## src/rtl/bus_seq_pkg.sv

```systemverilog
package bus_seq_pkg;

    typedef enum logic [2:0] {
        PH_IDLE,
        PH_START,
        PH_XTRA,
        PH_SAMP,
        PH_END,
        PH_RFSH,
        PH_INTL,
        PH_BACK
    } phase_e;

    localparam logic [2:0] KD_FETCH = 3'd0;
    localparam logic [2:0] KD_MRD   = 3'd1;
    localparam logic [2:0] KD_MWR   = 3'd2;
    localparam logic [2:0] KD_IOIN  = 3'd3;
    localparam logic [2:0] KD_IOOUT = 3'd4;

    function automatic logic kind_is_io(input logic [2:0] k);
        return (k == KD_IOIN) || (k == KD_IOOUT);
    endfunction

    function automatic logic kind_is_mem(input logic [2:0] k);
        return (k == KD_MRD) || (k == KD_MWR);
    endfunction

    function automatic logic kind_is_intl(input logic [2:0] k);
        return k > KD_IOOUT;
    endfunction

    function automatic logic kind_reads(input logic [2:0] k);
        return (k == KD_FETCH) || (k == KD_MRD) || (k == KD_IOIN);
    endfunction

    function automatic logic kind_writes(input logic [2:0] k);
        return (k == KD_MWR) || (k == KD_IOOUT);
    endfunction

endpackage

```

## src/rtl/bus_phase_len.sv

```systemverilog
module bus_phase_len
    import bus_seq_pkg::*;
#(
    parameter int LW = 5,
    parameter int XW = 2
) (
    input  phase_e          nxt,
    input  logic [2:0]      kind,
    input  logic [XW-1:0]   ext,
    input  logic [1:0]      rcfg,
    input  logic [LW-1:0]   ilen,
    output logic [LW-1:0]   load
);
    logic [LW-1:0] len;

    always_comb begin
        len = LW'(2);
        unique case (nxt)
            PH_IDLE:  len = LW'(1);
            PH_START: len = LW'(4);
            PH_XTRA:  len = kind_is_io(kind) ? LW'(2) : LW'({ext, 1'b0});
            PH_SAMP,
            PH_END,
            PH_BACK:  len = LW'(2);
            PH_RFSH: begin
                if (rcfg == 2'd0)      len = LW'(4);
                else if (rcfg == 2'd1) len = LW'(6);
                else                   len = LW'(8);
            end
            PH_INTL:  len = (ilen == '0) ? LW'(1) : ilen;
        endcase
        load = len - LW'(1);
    end

endmodule

```

## src/rtl/bus_strobe_dec.sv

```systemverilog
module bus_strobe_dec
    import bus_seq_pkg::*;
#(
    parameter int AW = 16,
    parameter int DW = 8
) (
    input  phase_e          ph,
    input  logic [2:0]      kind,
    input  logic [AW-1:0]   addr_q,
    input  logic [AW-1:0]   rfsh_addr,
    input  logic [DW-1:0]   wdata_q,
    output logic [AW-1:0]   addr_o,
    output logic [DW-1:0]   dout_o,
    output logic            mreq_o,
    output logic            iorq_o,
    output logic            rd_o,
    output logic            wr_o,
    output logic            m1_o,
    output logic            rfsh_o,
    output logic            busack_o
);
    always_comb begin
        addr_o   = '0;
        dout_o   = '0;
        mreq_o   = 1'b0;
        iorq_o   = 1'b0;
        rd_o     = 1'b0;
        wr_o     = 1'b0;
        m1_o     = 1'b0;
        rfsh_o   = 1'b0;
        busack_o = 1'b0;
        unique case (ph)
            PH_START, PH_XTRA, PH_SAMP, PH_END: begin
                addr_o = addr_q;
                mreq_o = kind_is_mem(kind) || (kind == KD_FETCH);
                iorq_o = kind_is_io(kind);
                rd_o   = kind_reads(kind);
                wr_o   = kind_writes(kind);
                m1_o   = (kind == KD_FETCH);
                if (kind_writes(kind)) dout_o = wdata_q;
            end
            PH_RFSH: begin
                addr_o = rfsh_addr;
                mreq_o = 1'b1;
                rfsh_o = 1'b1;
            end
            PH_BACK: busack_o = 1'b1;
            PH_IDLE, PH_INTL: begin
            end
        endcase
    end

endmodule

```

## src/rtl/bus_cycle_seq.sv

```systemverilog
module bus_cycle_seq
    import bus_seq_pkg::*;
#(
    parameter int AW = 16,
    parameter int DW = 8,
    parameter int XW = 2,
    parameter int LW = 5
) (
    input  logic            clk,
    input  logic            rst_n,
    input  logic            req_valid,
    input  logic [2:0]      req_kind,
    input  logic [AW-1:0]   req_addr,
    input  logic [DW-1:0]   req_wdata,
    input  logic [XW-1:0]   req_ext,
    input  logic [LW-1:0]   req_len,
    output logic            req_ready,
    input  logic            wait_req,
    input  logic            bus_req,
    input  logic [1:0]      rfsh_cfg,
    input  logic [AW-1:0]   rfsh_addr,
    input  logic [DW-1:0]   din,
    output logic [AW-1:0]   addr_o,
    output logic [DW-1:0]   dout_o,
    output logic            mreq_o,
    output logic            iorq_o,
    output logic            rd_o,
    output logic            wr_o,
    output logic            m1_o,
    output logic            rfsh_o,
    output logic            busack_o,
    output logic [DW-1:0]   rdata_o,
    output logic            done_o
);
    phase_e          state_q, nxt;
    logic [LW-1:0]   left_q, load;
    logic [2:0]      kind_q;
    logic [AW-1:0]   addr_q;
    logic [DW-1:0]   wdata_q;
    logic [XW-1:0]   ext_q;
    logic [DW-1:0]   rdata_q;
    logic            done_q;
    logic            step, accept, capture;

    assign step      = (left_q == '0);
    assign req_ready = (state_q == PH_IDLE) && !bus_req;
    assign accept    = req_ready && req_valid;
    assign capture   = step &&
                       (((state_q == PH_END) && kind_reads(kind_q)) ||
                        ((state_q == PH_SAMP) && (kind_q == KD_FETCH) && !wait_req));

    // next phase, taken only when the current phase ends
    always_comb begin
        nxt = state_q;
        unique case (state_q)
            PH_IDLE: begin
                if (bus_req)        nxt = PH_BACK;
                else if (req_valid) nxt = kind_is_intl(req_kind) ? PH_INTL : PH_START;
            end
            PH_START: begin
                if (kind_is_io(kind_q) || (kind_is_mem(kind_q) && (ext_q != '0)))
                    nxt = PH_XTRA;
                else
                    nxt = PH_SAMP;
            end
            PH_XTRA: nxt = PH_SAMP;
            PH_SAMP: begin
                if (wait_req)                nxt = PH_SAMP;
                else if (kind_q == KD_FETCH) nxt = PH_RFSH;
                else                         nxt = PH_END;
            end
            PH_END, PH_RFSH, PH_INTL: nxt = PH_IDLE;
            PH_BACK: nxt = bus_req ? PH_BACK : PH_IDLE;
        endcase
    end

    bus_phase_len #(.LW(LW), .XW(XW)) u_len (
        .nxt  (nxt),
        .kind (kind_q),
        .ext  (ext_q),
        .rcfg (rfsh_cfg),
        .ilen (req_len),
        .load (load)
    );

    // state register
    always_ff @(posedge clk or negedge rst_n) begin
        if (!rst_n) begin
            state_q <= PH_IDLE;
            left_q  <= '0;
            kind_q  <= KD_FETCH;
            addr_q  <= '0;
            wdata_q <= '0;
            ext_q   <= '0;
            rdata_q <= '0;
            done_q  <= 1'b0;
        end else begin
            if (step) begin
                state_q <= nxt;
                left_q  <= load;
            end else begin
                left_q  <= left_q - LW'(1);
            end
            if (accept) begin
                kind_q  <= req_kind;
                addr_q  <= req_addr;
                wdata_q <= req_wdata;
                ext_q   <= req_ext;
            end
            if (capture) rdata_q <= din;
            done_q <= step && ((state_q == PH_END) || (state_q == PH_RFSH) ||
                               (state_q == PH_INTL));
        end
    end

    // outputs
    bus_strobe_dec #(.AW(AW), .DW(DW)) u_dec (
        .ph        (state_q),
        .kind      (kind_q),
        .addr_q    (addr_q),
        .rfsh_addr (rfsh_addr),
        .wdata_q   (wdata_q),
        .addr_o    (addr_o),
        .dout_o    (dout_o),
        .mreq_o    (mreq_o),
        .iorq_o    (iorq_o),
        .rd_o      (rd_o),
        .wr_o      (wr_o),
        .m1_o      (m1_o),
        .rfsh_o    (rfsh_o),
        .busack_o  (busack_o)
    );

    assign rdata_o = rdata_q;
    assign done_o  = done_q;

    assert_rd_wr_excl_R3: assert property (@(posedge clk) disable iff (!rst_n)
        !(rd_o && wr_o));

    assert_rfsh_after_fetch_R5: assert property (@(posedge clk) disable iff (!rst_n)
        $rose(rfsh_o) |-> $past(m1_o));

    assert_ack_quiet_R10: assert property (@(posedge clk) disable iff (!rst_n)
        busack_o |-> !(mreq_o || iorq_o || rd_o || wr_o));

    assert_ack_blocks_ready_R10: assert property (@(posedge clk) disable iff (!rst_n)
        busack_o |-> !req_ready);

    assert_done_pulse_R11: assert property (@(posedge clk) disable iff (!rst_n)
        done_o |=> !done_o);

    assert_done_bus_idle_R11: assert property (@(posedge clk) disable iff (!rst_n)
        done_o |-> !(rd_o || wr_o || busack_o));

endmodule

```

## config.mk

```make
export PLATFORM = sky130hd
export DESIGN_NAME = bus_cycle_seq
export DESIGN_NICKNAME = d
export VERILOG_FILES = /design/src/rtl/bus_seq_pkg.sv /design/src/rtl/bus_phase_len.sv /design/src/rtl/bus_strobe_dec.sv /design/src/rtl/bus_cycle_seq.sv
export SDC_FILE = /design/constraint.sdc
export NUM_CORES = 1
export LEC_CHECK = 0
export BUFFER_PORTS_ARGS = -buffer_cell sky130_fd_sc_hd__buf_2
export CORE_ASPECT_RATIO = 1.2
export CORE_UTILIZATION = 39
export CTS_CLUSTER_DIAMETER = 40
export DETAILED_ROUTE_END_ITERATION = 12
export HOLD_SLACK_MARGIN = 0.15
export PLACE_DENSITY = 0.78
export SLEW_MARGIN = 20
export SYNTH_ARGS = -nofsm -noshare
export SYNTH_HDL_FRONTEND = slang
export SYNTH_SLANG_ARGS = --single-unit
```

## constraint.sdc

```tcl
create_clock -name clk -period 5.08 [get_ports clk]
set_clock_uncertainty 0.2 [all_clocks]
set_input_delay 0.508 -clock clk [delete_from_list [all_inputs] [get_ports clk]]
set_output_delay 0.508 -clock clk [all_outputs]
set_load 0.02 [all_outputs]
```

# After elaboration in Yosys (flattened, before gate mapping)
# Cells that the tools add are included.
# totals
ff_bits,46
inputBits,65
output_inout_bits,41
word_cells,84
# classes
add_sub_neg,2
order_cmp,1
n_eq_ne,19
n_mux,24
reduce_logical,30
# op_table
op,n
case mux 16 bit (2 select lines),1
case mux 5 bit (6 select lines),1
equality test 3 bit (second input constant),9
equality test 3 x 2 -> 1 bit (second input constant),6
two-way mux 3 bit,6
case mux 3 bit (6 select lines),1
two-way mux 8 bit,2
two-way mux 5 bit,3
zero test 5 bit,2
logical OR 1 bit,10
subtractor 5 x 1 -> 5 bit (second input constant),2
equality test 3 x 1 -> 1 bit (second input constant),3
zero test 3 bit,3
logical AND 1 bit,8
two-way mux 1 bit,8
OR reduction 3 bit,2
two-way mux 4 bit,1
OR reduction 4 bit,1
greater-than comparator 3 bit (second input constant),1
equality test 2 x 1 -> 1 bit (second input constant),1
zero test 1 bit,2
zero test 2 bit,1
case mux 1 bit (2 select lines),1
nonzero test 2 bit,1

# Logic depth before layout (Yosys ltp)
# Gate-level depths: netlist of run 1.
# logic_depth
word_depth,11
mapped_depth,11
mapped_depth_nobuf,10

# By module
# A second synthesis of run 1 with hierarchy kept.
# hier_totals
cells_unflattened,224
hier_area_um2,2590.0
# modules_own_cells
mod,instances,cells_each,area_each_um2,seq_area_each_um2
bus_cycle_seq,1,151,2018.2,1151.1
bus_strobe_dec,1,43,347.8,0.0
bus_phase_len,1,30,224.0,0.0

# Least setup slack after synthesis of run 1
# OpenSTA, ideal clock, no wires.
# synth_timing
path_type,register to output
start,reg state_q[2]
end,out dout_o[0]
arrival_time_ps,1955
t_required_ps,4372
path_slack_ps,2417
path_stages_with_launch,6
n_path_buf,1
path_cell_list,dfrtp_1 -> clkdlybuf4s15_2 -> o21ai_0 -> nand2_1 -> nor3_1 -> and2_1
# synth_via
elab_chain_len,3
elab_cells_between_ends,6
cone_classes,eq/ne: 4; mux: 1; reduce/logical: 1
# synth_lines
element,line,source
start: declaration,bus_cycle_seq.sv:35,"phase_e state_q, nxt;"
start signal: assignment,bus_cycle_seq.sv:99,state_q <= nxt;
equality test 3 x 2 -> 1 bit (tied with other cells),bus_strobe_dec.sv:32,unique case (ph)
OR reduction 4 bit *,bus_strobe_dec.sv:32,
two-way mux 8 bit *,bus_strobe_dec.sv:32,
end: declaration,bus_cycle_seq.sv:24,"output logic [DW-1:0] dout_o,"
# Every way passes the cells marked *; elsewhere a longest branch is shown, timed or not.

# Worst setup path after layout of run 1
# layout_timing
start,reg state_q[2]
end,out dout_o[3]
# The elaborated chain is that of the path after synthesis.

==> flow_summary.toml, run 1 <==
[outcome]
status = "finished clean"

[sta]
post-route-period-util_pct = 58.78
slew_viol_final = 0
fin_crit_ns = 2.986
max_clock_freq_mhz = 334.9
worst_pin_slew_ns = 0.7750
tns_ns = 0
slew_headroom_pct = 47.93
setup_viol = 0
finalHoldViolCount = 0
rsz0062_at_grt = "no"

[clock_tree]
root_buffer = "clkbuf_8"
htreeDepth = 2
cts_tree = "done"
max-clock-path-buffers = 2
clk_latency_ns = 0.29
cts_setup_buffers = 0
cts_sinks = 46
cts_made_buffers = 5
clk_pin_slew_ns = 0.09
cts_resized = 0

[grt]
grt_max_degree = 47
grt_pass1_vias = 2059
grt_pass1_wl_um = 9335
overflow = 0
antenna_found_initial = 0
track_usage_pct = 18.03

[hold_path]
hold_path_depth = 2
hold_path_class = "in -> reg"

[floorplan]
initial_core_util_pct = 40.87
ios = 106
core_sq_um = 6128
die_w_um = 75.16
die_h_um = 89.79
num_rows = 31
dieArea_sq_um = 6749

[final_layout]
n_antenna_cell = 0
postLayoutCellArea_sq_um = 3151
fin_nets = 387
syn2layout_area_growth_pct = 25.77
drive_gt1_share_pct = 49.38
fillCellCount = 592
instances_no_fill = 404

[synthesis]
synth_top_area_share_pct = 45.95
ys_seq_area_share_pct = 45.95
synth_area_leaders = "dfrtp_1, mux2_2, a22o_1, and2_1, o21ai_0"
syn_area_sq_um = 2505
synthCells = 222
avgSynthCellArea_sq_um = 11.28
yosysWarnings = 0
synth_edf_count = 0
synth-seq-cells = 46
yosysTopAreaCell = "dfrtp_1"
yosysMostFrequentCell = "dfrtp_1"
yosys-top-cells-count = "dfrtp_1, mux2_2, a22o_1"
yosysUniqueCellTypes = 53
synth_flop_cell = "dfrtp_1"
postSynthNetCount = 288
async_flop_share_pct = 100.0

[detailed_routing]
drc = 0
drtPass1Iterations = 4
first_iter_violations = 109
vias_per_cell = 5.225
postRouteAntennaNets = 0
wl_per_cell_um = 14.03
routed_wl_um = 5669
vias = 2111

[power_and_ir_drop]
pwr-share-comb_pct = 52.6
clockPowerShare_pct = 12.7
peakVddDrop_mv = 0.3479
switchingPower_w = 0.0008218
powerDensity_nw_per_um2 = 612.2
p_leak_nw = 1.604
p_sw_share_pct = 42.61
intPower_w = 0.001107
pwr-share-seq_pct = 34.7

[placed_design]
placed_cell_area_sq_um = 3033
dp.cells = 395
dp_hpwl_um = 4227
gp_congestion = 0.8487
io_buffer_count = 105

[run]
drv_cap = 0

[worst_setup_path]
startpoint_type = "flop"
critPathKind = "reg -> out"
required_ns = 4.37
ff2ff_setup_slack_ns = 2.40
critPathArrivalTime_ns = 2.28
critical_path_peak_fanout = 17
reg2regPathDepth = 10
worstSetupEndpointType = "primary output"
==> cell families (layout without fill, tap and decap cells) <==
kind of cell             after synthesis  after routing  share of synthesized area [%]
AND/OR/NAND/NOR                       66             66                          15.43
AO/OA/AOI/OAI                         46             46                          13.79
adder cells (fa/ha/maj)                1              1                         0.4994
buffers and inverters                 18            118                          4.745
multiplexers                          40             40                          17.83
XOR/XNOR                               5              5                          1.748
flip-flops                            46             46                          45.95
==> per-stage QoR <==
| stage | total power, W | setup slack (ns) | hold slack, ns | util [%] |
|---|---|---|---|---|
| finish | 0.001929 | 2.094 | 0.2348 | 51.41 |
| detailed placement | 0.001698 | 2.253 | 0.2318 | 49.49 |
| floorplan | 0.001444 | 2.417 | 0.01241 | - |
| global placement | 0.001666 | 2.318 | 0.2359 | 49.49 |
| CTS | 0.001947 | 2.079 | 0.2273 | 51.20 |
| global route | 0.002080 | 1.795 | 0.2281 | 51.41 |
==> state kept, by name, indices dropped and copies added, names as in the netlist <==
signal,count
state_q,3
done_o,1
kind_q,3
ext_q,2
wdata_q,8
rdata_o,8
addr_q,16
left_q,5
==> cell type report <==
type / count / area (sq um) / area share, %
Clock buffer: 7 / 96.34 / 3.058
Clock inverter: 1 / 8.758 / 0.2780
Inverter: 3 / 11.26 / 0.3574
Multi-Input combinational cell: 158 / 1235 / 39.20
Sequential cell: 46 / 1151 / 36.54
Tap cell: 82 / 102.6 / 3.257
Timing Repair Buffer: 107 / 545.5 / 17.32
==> what timing repair did <==
item | in CTS | in global routing
hold endpoints to repair | 0 | 46
endpoints found under the setup margin | 0 | 0
hold buffers | 0 | 1
==> routing by layer <==
metal,share of wire [%],global-route usage (%)
met5,0,0
met4,2.6,7.253
met3,4.4,2.803
met2,51,29.95
met1,42,22.95
==> final timing paths <==
| check | endpoint | from |
|---|---|---|
| setup / recovery | dout_o[3] | state_q[2]$_DFFE_PN0N_ |
| max in group asynchronous | state_q[2]$_DFFE_PN0N_ | rst_n |
| min in group asynchronous | rdata_o[7]$_DFFE_PN0P_ | rst_n |
| hold / removal | addr_q[3]$_DFFE_PN0P_ | req_addr[3] |
| hold reg to reg | left_q[0]$_DFF_PN0_ | left_q[0]$_DFF_PN0_ |
| setup reg to reg | left_q[4]$_DFF_PN0_ | state_q[1]$_DFFE_PN0N_ |
==> worst max-delay path: stages (launching register included) <==
cell     delay, ns
dfrtp_1       0.62
or3_1         0.22
nand2_1       0.11
nor3_1        0.65
and2_1        0.23
buf_2         0.16
==> placed cells by master (no fill, tap or decap), types with 3 or more instances in the layout <==
cell type / instances
a21oi_1: 6
a22o_1: 16
and2_1: 9
and3_1: 4
buf_2: 104
clkbuf_8: 7
dfrtp_1: 46
inv_1: 3
mux2_2: 37
mux2i_1: 3
nand2_1: 8
nand3_1: 7
nor2_1: 9
nor3_1: 6
nor4_1: 3
o21ai_0: 9
xnor2_1: 4
==> power groups by stage <==
stage	sequential, W	combinational, W	clock [W]
final	0.000669	0.00101	0.000245
after detailed placement	0.000675	0.00102	0
after floorplan	0.000617	0.000827	0
after CTS	0.000670	0.00102	0.000254
after global routing	0.000699	0.00111	0.000269
after global placement	0.000667	0.00100	0
No activity file was read; power rests on OpenSTA's default activity.
==> run 2, diff against run 1 <==
--- a/config.mk
+++ b/config.mk
@@ -11,7 +11,7 @@
 export CTS_CLUSTER_DIAMETER = 40
 export DETAILED_ROUTE_END_ITERATION = 12
 export HOLD_SLACK_MARGIN = 0.15
-export PLACE_DENSITY = 0.78
+export PLACE_DENSITY = 0.81
 export SLEW_MARGIN = 20
 export SYNTH_ARGS = -nofsm -noshare
 export SYNTH_HDL_FRONTEND = slang
==> constraint.sdc (replaced) <==
create_clock -name clk -period 2.4 [get_ports clk]
set_clock_uncertainty 0.2 [all_clocks]
set_input_delay 0.24 -clock clk [delete_from_list [all_inputs] [get_ports clk]]
set_output_delay 0.24 -clock clk [all_outputs]
set_load 0.02 [all_outputs]
==> run 2 against run 1 <==
Net effect: the run now ends with negative setup slack left; register-to-register slack worse by 2.5 ns; sequential power is 110% higher; via count is 16% higher; power grew to 2.6 times the previous value; flip-flop and latch count stayed put; sequential share of layout area is 7.5 points lower; first-iteration DRC count is 39% lower; hold slack better by 0.013 ns; global-route usage is 4.8 points higher; die area stayed put; design area is 27% higher; critical endpoint is now left_q[4]$_DFF_PN0_.
==> flow_summary.toml, run 2 (synthesis results as in run 1) <==
[worst_setup_path]
worstSetupEndpointType = "flop"
critPathArrivalTime_ns = 2.46
ff2ff_setup_slack_ns = -0.08
critical_path_peak_fanout = 7
rr_startpoint = "state_q[1]$_DFFE_PN0N_"
startpoint_type = "flop"
cp-startpoint = "state_q[1]$_DFFE_PN0N_"
reg2reg_to = "left_q[4]$_DFF_PN0_"
crit_top_cell = "buf_4"
crit_chain = "buf_4 -> buf_4 -> and3_1 -> o21ai_0 -> a21oi_1 -> nor3_1 -> mux2i_2 -> nor2b_1 -> ha_1 -> nand2b_1 -> nor4_2 -> xnor2_1"
crit_slowest_cell = "dfrtp_2"
critPathKind = "reg -> reg"
required_ns = 2.38
path_delay_family = "simple AND/OR/NAND/NOR gates"
critPathBufInv = 2
cp_slowest_stage_delay_ns = 0.46
reg2regPathDepth = 12

[grt]
grt_pass1_wl_um = 11580
antenna_found_initial = 0
track_usage_pct = 22.79
grt_max_degree = 28
grt_pass1_vias = 2502
overflow = 0

[clock_tree]
cts_tree = "done"
root_buffer = "clkbuf_8"
htreeDepth = 2
cts_made_buffers = 5
cts_sinks = 46
clk_latency_ns = 0.30
clk_pin_slew_ns = 0.09
max-clock-path-buffers = 2

[detailed_routing]
drc = 0
postRouteAntennaNets = 0
vias_per_cell = 5.141
first_iter_violations = 67
routed_wl_um = 7603
drtPass1Iterations = 4
vias = 2447
wl_per_cell_um = 15.97

[placed_design]
gp_congestion = 0.8493
io_buffer_count = 105
pre_cts_slack_ns = -0.1443
dp_hpwl_um = 4783

[final_layout]
drive_gt1_share_pct = 54.82
largest_register_ffs = 16
layout_commonest_cell = "buf_2"
regMostFlops = "addr_q"
n_antenna_cell = 0
final_cell_mix = "buf_2, dfrtp_1, dlygate4sd3_1"
syn2layout_area_growth_pct = 59.44
fin_nets = 460

[power_and_ir_drop]
peakVddDrop_mv = 0.7307
p_leak_nw = 1.953
powerDensity_nw_per_um2 = 1245

[floorplan]
ios = 106
die_h_um = 89.79
num_rows = 31
initial_core_util_pct = 40.87
die_w_um = 75.16
dieArea_sq_um = 6749
core_sq_um = 6128

[sta]
tns_ns = -0.1435
finalWorstSetupSlack_ns = -0.08475
slew_headroom_pct = 68.36
slew_viol_final = 0
worst_pin_slew_ns = 0.4746
finalHoldViolCount = 0
setup_viol = 2
rsz0062_at_grt = "yes"
fin_crit_ns = 2.485
max_clock_freq_mhz = 402.5
post-route-period-util_pct = 103.5

[outcome]
status = "finished, violations left"
violations = "negative setup slack"

[hold_path]
hold_path_class = "in -> async"

[run]
drv_cap = 0
[run 2: worst reg2reg max path, cell delays in order, from the launching register on]
cell      delay, ns
dfrtp_2        0.46
buf_4          0.15
buf_4          0.12
and3_1         0.18
o21ai_0        0.16
a21oi_1        0.10
nor3_1         0.26
mux2i_2        0.13
nor2b_1        0.15
ha_1           0.18
nand2b_1       0.08
nor4_2         0.05
xnor2_1        0.13
[run 2: worst max path at each step]
stage	to	depth (start not counted)	slack, ns
after floorplan	dout_o[0]	5	0.0007
after global placement	left_q[4]$_DFF_PN0_	11	-0.05
after detailed placement	left_q[4]$_DFF_PN0_	10	-0.14
after CTS	left_q[4]$_DFF_PN0_	10	-0.004
after global routing	left_q[4]$_DFF_PN0_	9	-0.20
final	left_q[4]$_DFF_PN0_	12	-0.08
[run 2: repair_timing]
item	CTS	global route
hold buffers	39	0
endpoints found under the setup margin	27	33
cloned	1	1
pin swaps	2	4
resized for setup	18	46
buffers inserted	6	0
hold endpoints to repair	57	0
[run 2: cell type report]
class                   instances  area [sq um]
clock buffers                   6         72.57
inverters                       3         11.26
clock inverters                 1         7.507
flip-flops and latches         46          1159
fillers                       487          2135
repair buffers                179          1294
well taps                      82         102.6
multi-input cells             159          1348
[run 2: report_power, final]
| part | internal [W] | switching, W | leakage [nW] |
|---|---|---|---|
| sequential | 0.00113 | 0.000303 | 0.561 |
| clock | 0.000200 | 0.000265 | 0.0373 |
| combinational | 0.00158 | 0.00150 | 1.35 |
| total | 0.00291 | 0.00207 | 1.95 |
[run 2: routing by layer]
layer  share of wire, %  track usage, %  vias up  routed length [um]
met2                 58           40.39       79                4384
li1                   -               -     1157                   -
met5                  0               0        -                   0
met1                 37           25.65     1199                2832
met4                2.1           11.57        0                 161
met3                3.0           3.251       12                 225
[run 2: metrics by stage]
stage | utilization, % | hold slack [ns] | std cells | cell area, sq um | power [W]
floorplan | - | -0.2556 | 222 | 2519 | 0.003072
global placement | 53.02 | 0.001993 | 422 | 3249 | 0.003771
detailed placement | 53.02 | 0.01070 | 422 | 3249 | 0.003850
CTS | 62.43 | 0.2117 | 475 | 3826 | 0.004562
global route | 65.17 | 0.2517 | 476 | 3994 | 0.005261
finish | 65.17 | 0.2474 | 476 | 3994 | 0.004972
==> run 3, diff against run 2 <==
--- a/config.mk
+++ b/config.mk
@@ -5,11 +5,12 @@
 export SDC_FILE = /design/constraint.sdc
 export NUM_CORES = 1
 export LEC_CHECK = 0
-export BUFFER_PORTS_ARGS = -buffer_cell sky130_fd_sc_hd__buf_2
+export BUFFER_PORTS_ARGS = -buffer_cell sky130_fd_sc_hd__buf_4
 export CORE_ASPECT_RATIO = 1.2
 export CORE_UTILIZATION = 39
 export CTS_CLUSTER_DIAMETER = 40
 export DETAILED_ROUTE_END_ITERATION = 12
+export GPL_TIMING_DRIVEN = 0
 export HOLD_SLACK_MARGIN = 0.15
 export PLACE_DENSITY = 0.81
 export SLEW_MARGIN = 20
==> constraint.sdc (replaced) <==
create_clock -name clk -period 2.4 [get_ports clk]
set_clock_uncertainty 0.2 [all_clocks]
set_input_delay 0.12 -clock clk [delete_from_list [all_inputs] [get_ports clk]]
set_output_delay 0.12 -clock clk [all_outputs]
set_load 0.02 [all_outputs]
==> run 3 against run 2 <==
Net effect: the flow still finishes with violations (negative setup slack); die area is the same; wire length shrank 4.0%; clock power shrank 1%; largest power group unchanged; count of clock-buffer cells in the layout is the same; critical path depth shrank 1.
==> flow_summary.toml, run 3 (synthesis results as in run 1) <==
[power_and_ir_drop]
pwr-share-seq_pct = 28.4
peakVddDrop_mv = 0.6889
intPower_w = 0.002790
powerDensity_nw_per_um2 = 1182
clockPowerShare_pct = 9.6
p_leak_nw = 1.925
totalPowerFinal_w = 0.004781
pwr-share-comb_pct = 62.0
switchingPower_w = 0.001992
p_sw_share_pct = 41.65

[detailed_routing]
postRouteAntennaNets = 0
wl_per_cell_um = 15.80
drc = 0
vias_per_cell = 5.277
routed_wl_um = 7299
drtPass1Iterations = 4
vias = 2438
first_iter_violations = 57

[grt]
overflow = 0
antenna_found_initial = 0
grt_max_degree = 47
grt_pass1_vias = 2508
grt_pass1_wl_um = 11500
track_usage_pct = 22.17

[sta]
slew_viol_final = 0
max_clock_freq_mhz = 392.1
post-route-period-util_pct = 106.3
worst_pin_slew_ns = 0.5843
finalHoldViolCount = 0
setup_viol = 1
hold_ws_ns = 0.1774
finalWorstSetupSlack_ns = -0.1504
fin_crit_ns = 2.550
rsz0062_at_grt = "yes"
slew_headroom_pct = 61.05

[worst_setup_path]
rr_startpoint = "kind_q[0]$_DFFE_PN0P_"
critPathArrivalTime_ns = 2.53
required_ns = 2.38
worstSetupEndpointType = "flop"
startpoint_type = "flop"
critPathKind = "reg -> reg"
reg2reg_to = "left_q[4]$_DFF_PN0_"
critical_path_peak_fanout = 7
reg2regPathDepth = 11
ff2ff_setup_slack_ns = -0.15

[floorplan]
die_h_um = 89.79
die_w_um = 75.16
initial_core_util_pct = 40.87
dieArea_sq_um = 6749
num_rows = 31
ios = 106
core_sq_um = 6128

[clock_tree]
cts_tree = "done"
cts_made_buffers = 5
cts_sinks = 46
max-clock-path-buffers = 2
root_buffer = "clkbuf_8"
clk_pin_slew_ns = 0.08
clk_latency_ns = 0.30
htreeDepth = 2

[placed_design]
gp_congestion = 0.8410
placed_cell_area_sq_um = 3402
dp.cells = 408
io_buffer_count = 104
pre_cts_slack_ns = -0.2733
dp_hpwl_um = 4735

[final_layout]
fillCellCount = 491
syn2layout_area_growth_pct = 61.54
final_cell_mix = "buf_4, dfrtp_1, dlygate4sd3_1"
fin_nets = 446
postLayoutCellArea_sq_um = 4046
regMostFlops = "addr_q"
instances_no_fill = 462
largest_register_ffs = 16
drive_gt1_share_pct = 51.32
n_antenna_cell = 0
layout_commonest_cell = "buf_4"

[run]
drv_cap = 0

[outcome]
violations = "negative setup slack"
status = "finished, violations left"

[hold_path]
hold_path_class = "in -> async"
## run 3: cell count changes in the layout (fill, tap and decap cells not counted), sizes merged
| cell | before | now |
|---|---|---|
| dlygate4sd3 | 39 | 42 |
| clkbuf | 6 | 11 |
| buf | 140 | 119 |
| nor3 | 7 | 6 |
## run 3: how the worst max path moves through the flow
stage          cells after the start                   start                  end
5_1_grt                           11   kind_q[0]$_DFFE_PN0P_  left_q[4]$_DFF_PN0_
3_3_place_gp                      11   kind_q[1]$_DFFE_PN0P_  left_q[4]$_DFF_PN0_
2_1_floorplan                     10  state_q[0]$_DFFE_PN0N_  left_q[4]$_DFF_PN0_
6_report                          11   kind_q[0]$_DFFE_PN0P_  left_q[4]$_DFF_PN0_
4_1_cts                           11   kind_q[0]$_DFFE_PN0P_  left_q[4]$_DFF_PN0_
3_5_place_dp                      11   kind_q[1]$_DFFE_PN0P_  left_q[4]$_DFF_PN0_
## run 3: cell type report
| cell class | instances | area (sq um) | share of cell area, % |
|---|---|---|---|
| multi-input combinational | 158 | 1345 | 33.24 |
| timing repair buffer | 154 | 1261 | 31.17 |
| sequential | 46 | 1154 | 28.51 |
| tap | 82 | 102.6 | 2.536 |
| buffer | 12 | 92.59 | 2.288 |
| clock buffer | 6 | 72.57 | 1.793 |
| inverter | 3 | 11.26 | 0.2783 |
| clock inverter | 1 | 7.507 | 0.1855 |
## run 3: critical path, stage by stage, from the launching register on
cell      delay (ns)
dfrtp_1         0.35
buf_6           0.13
nand2_1         0.12
o22ai_2         0.26
nor4_2          0.09
o31ai_4         0.29
mux2i_1         0.28
nor2b_1         0.17
ha_2            0.18
nand2b_1        0.06
nor4_2          0.19
xnor2_1         0.11
## run 3: repair_timing
action,CTS,global route
pin swaps,1,2
hold buffers,42,0
setup endpoints to repair,34,20
buffers inserted,6,2
endpoints found under the hold margin,86,0
gates resized for setup,20,12
## run 3: power by group through the flow
stage               clock network [W]  registers (W)  logic (W)
floorplan                           0        0.00131    0.00176
detailed placement                  0        0.00133    0.00266
finish                       0.000460        0.00136    0.00296
global placement                    0        0.00132    0.00260
CTS                          0.000473        0.00134    0.00284
global route                 0.000502        0.00140    0.00314
## run 3: metal layers
| layer | share of wire [%] | global-route usage [%] |
|---|---|---|
| met1 | 38 | 24.55 |
| met4 | 3.8 | 10.65 |
| met2 | 54 | 39.04 |
| met3 | 4.7 | 4.596 |
| met5 | 0 | 0 |
## run 3: metrics by stage
stage	util (%)	setup TNS (ns)
2_1_floorplan	-	0
3_3_place_gp	55.51	-0.4034
3_5_place_dp	55.51	-0.3279
4_1_cts	65.01	-0.06642
5_1_grt	66.03	-0.5680
6_report	66.03	-0.1504
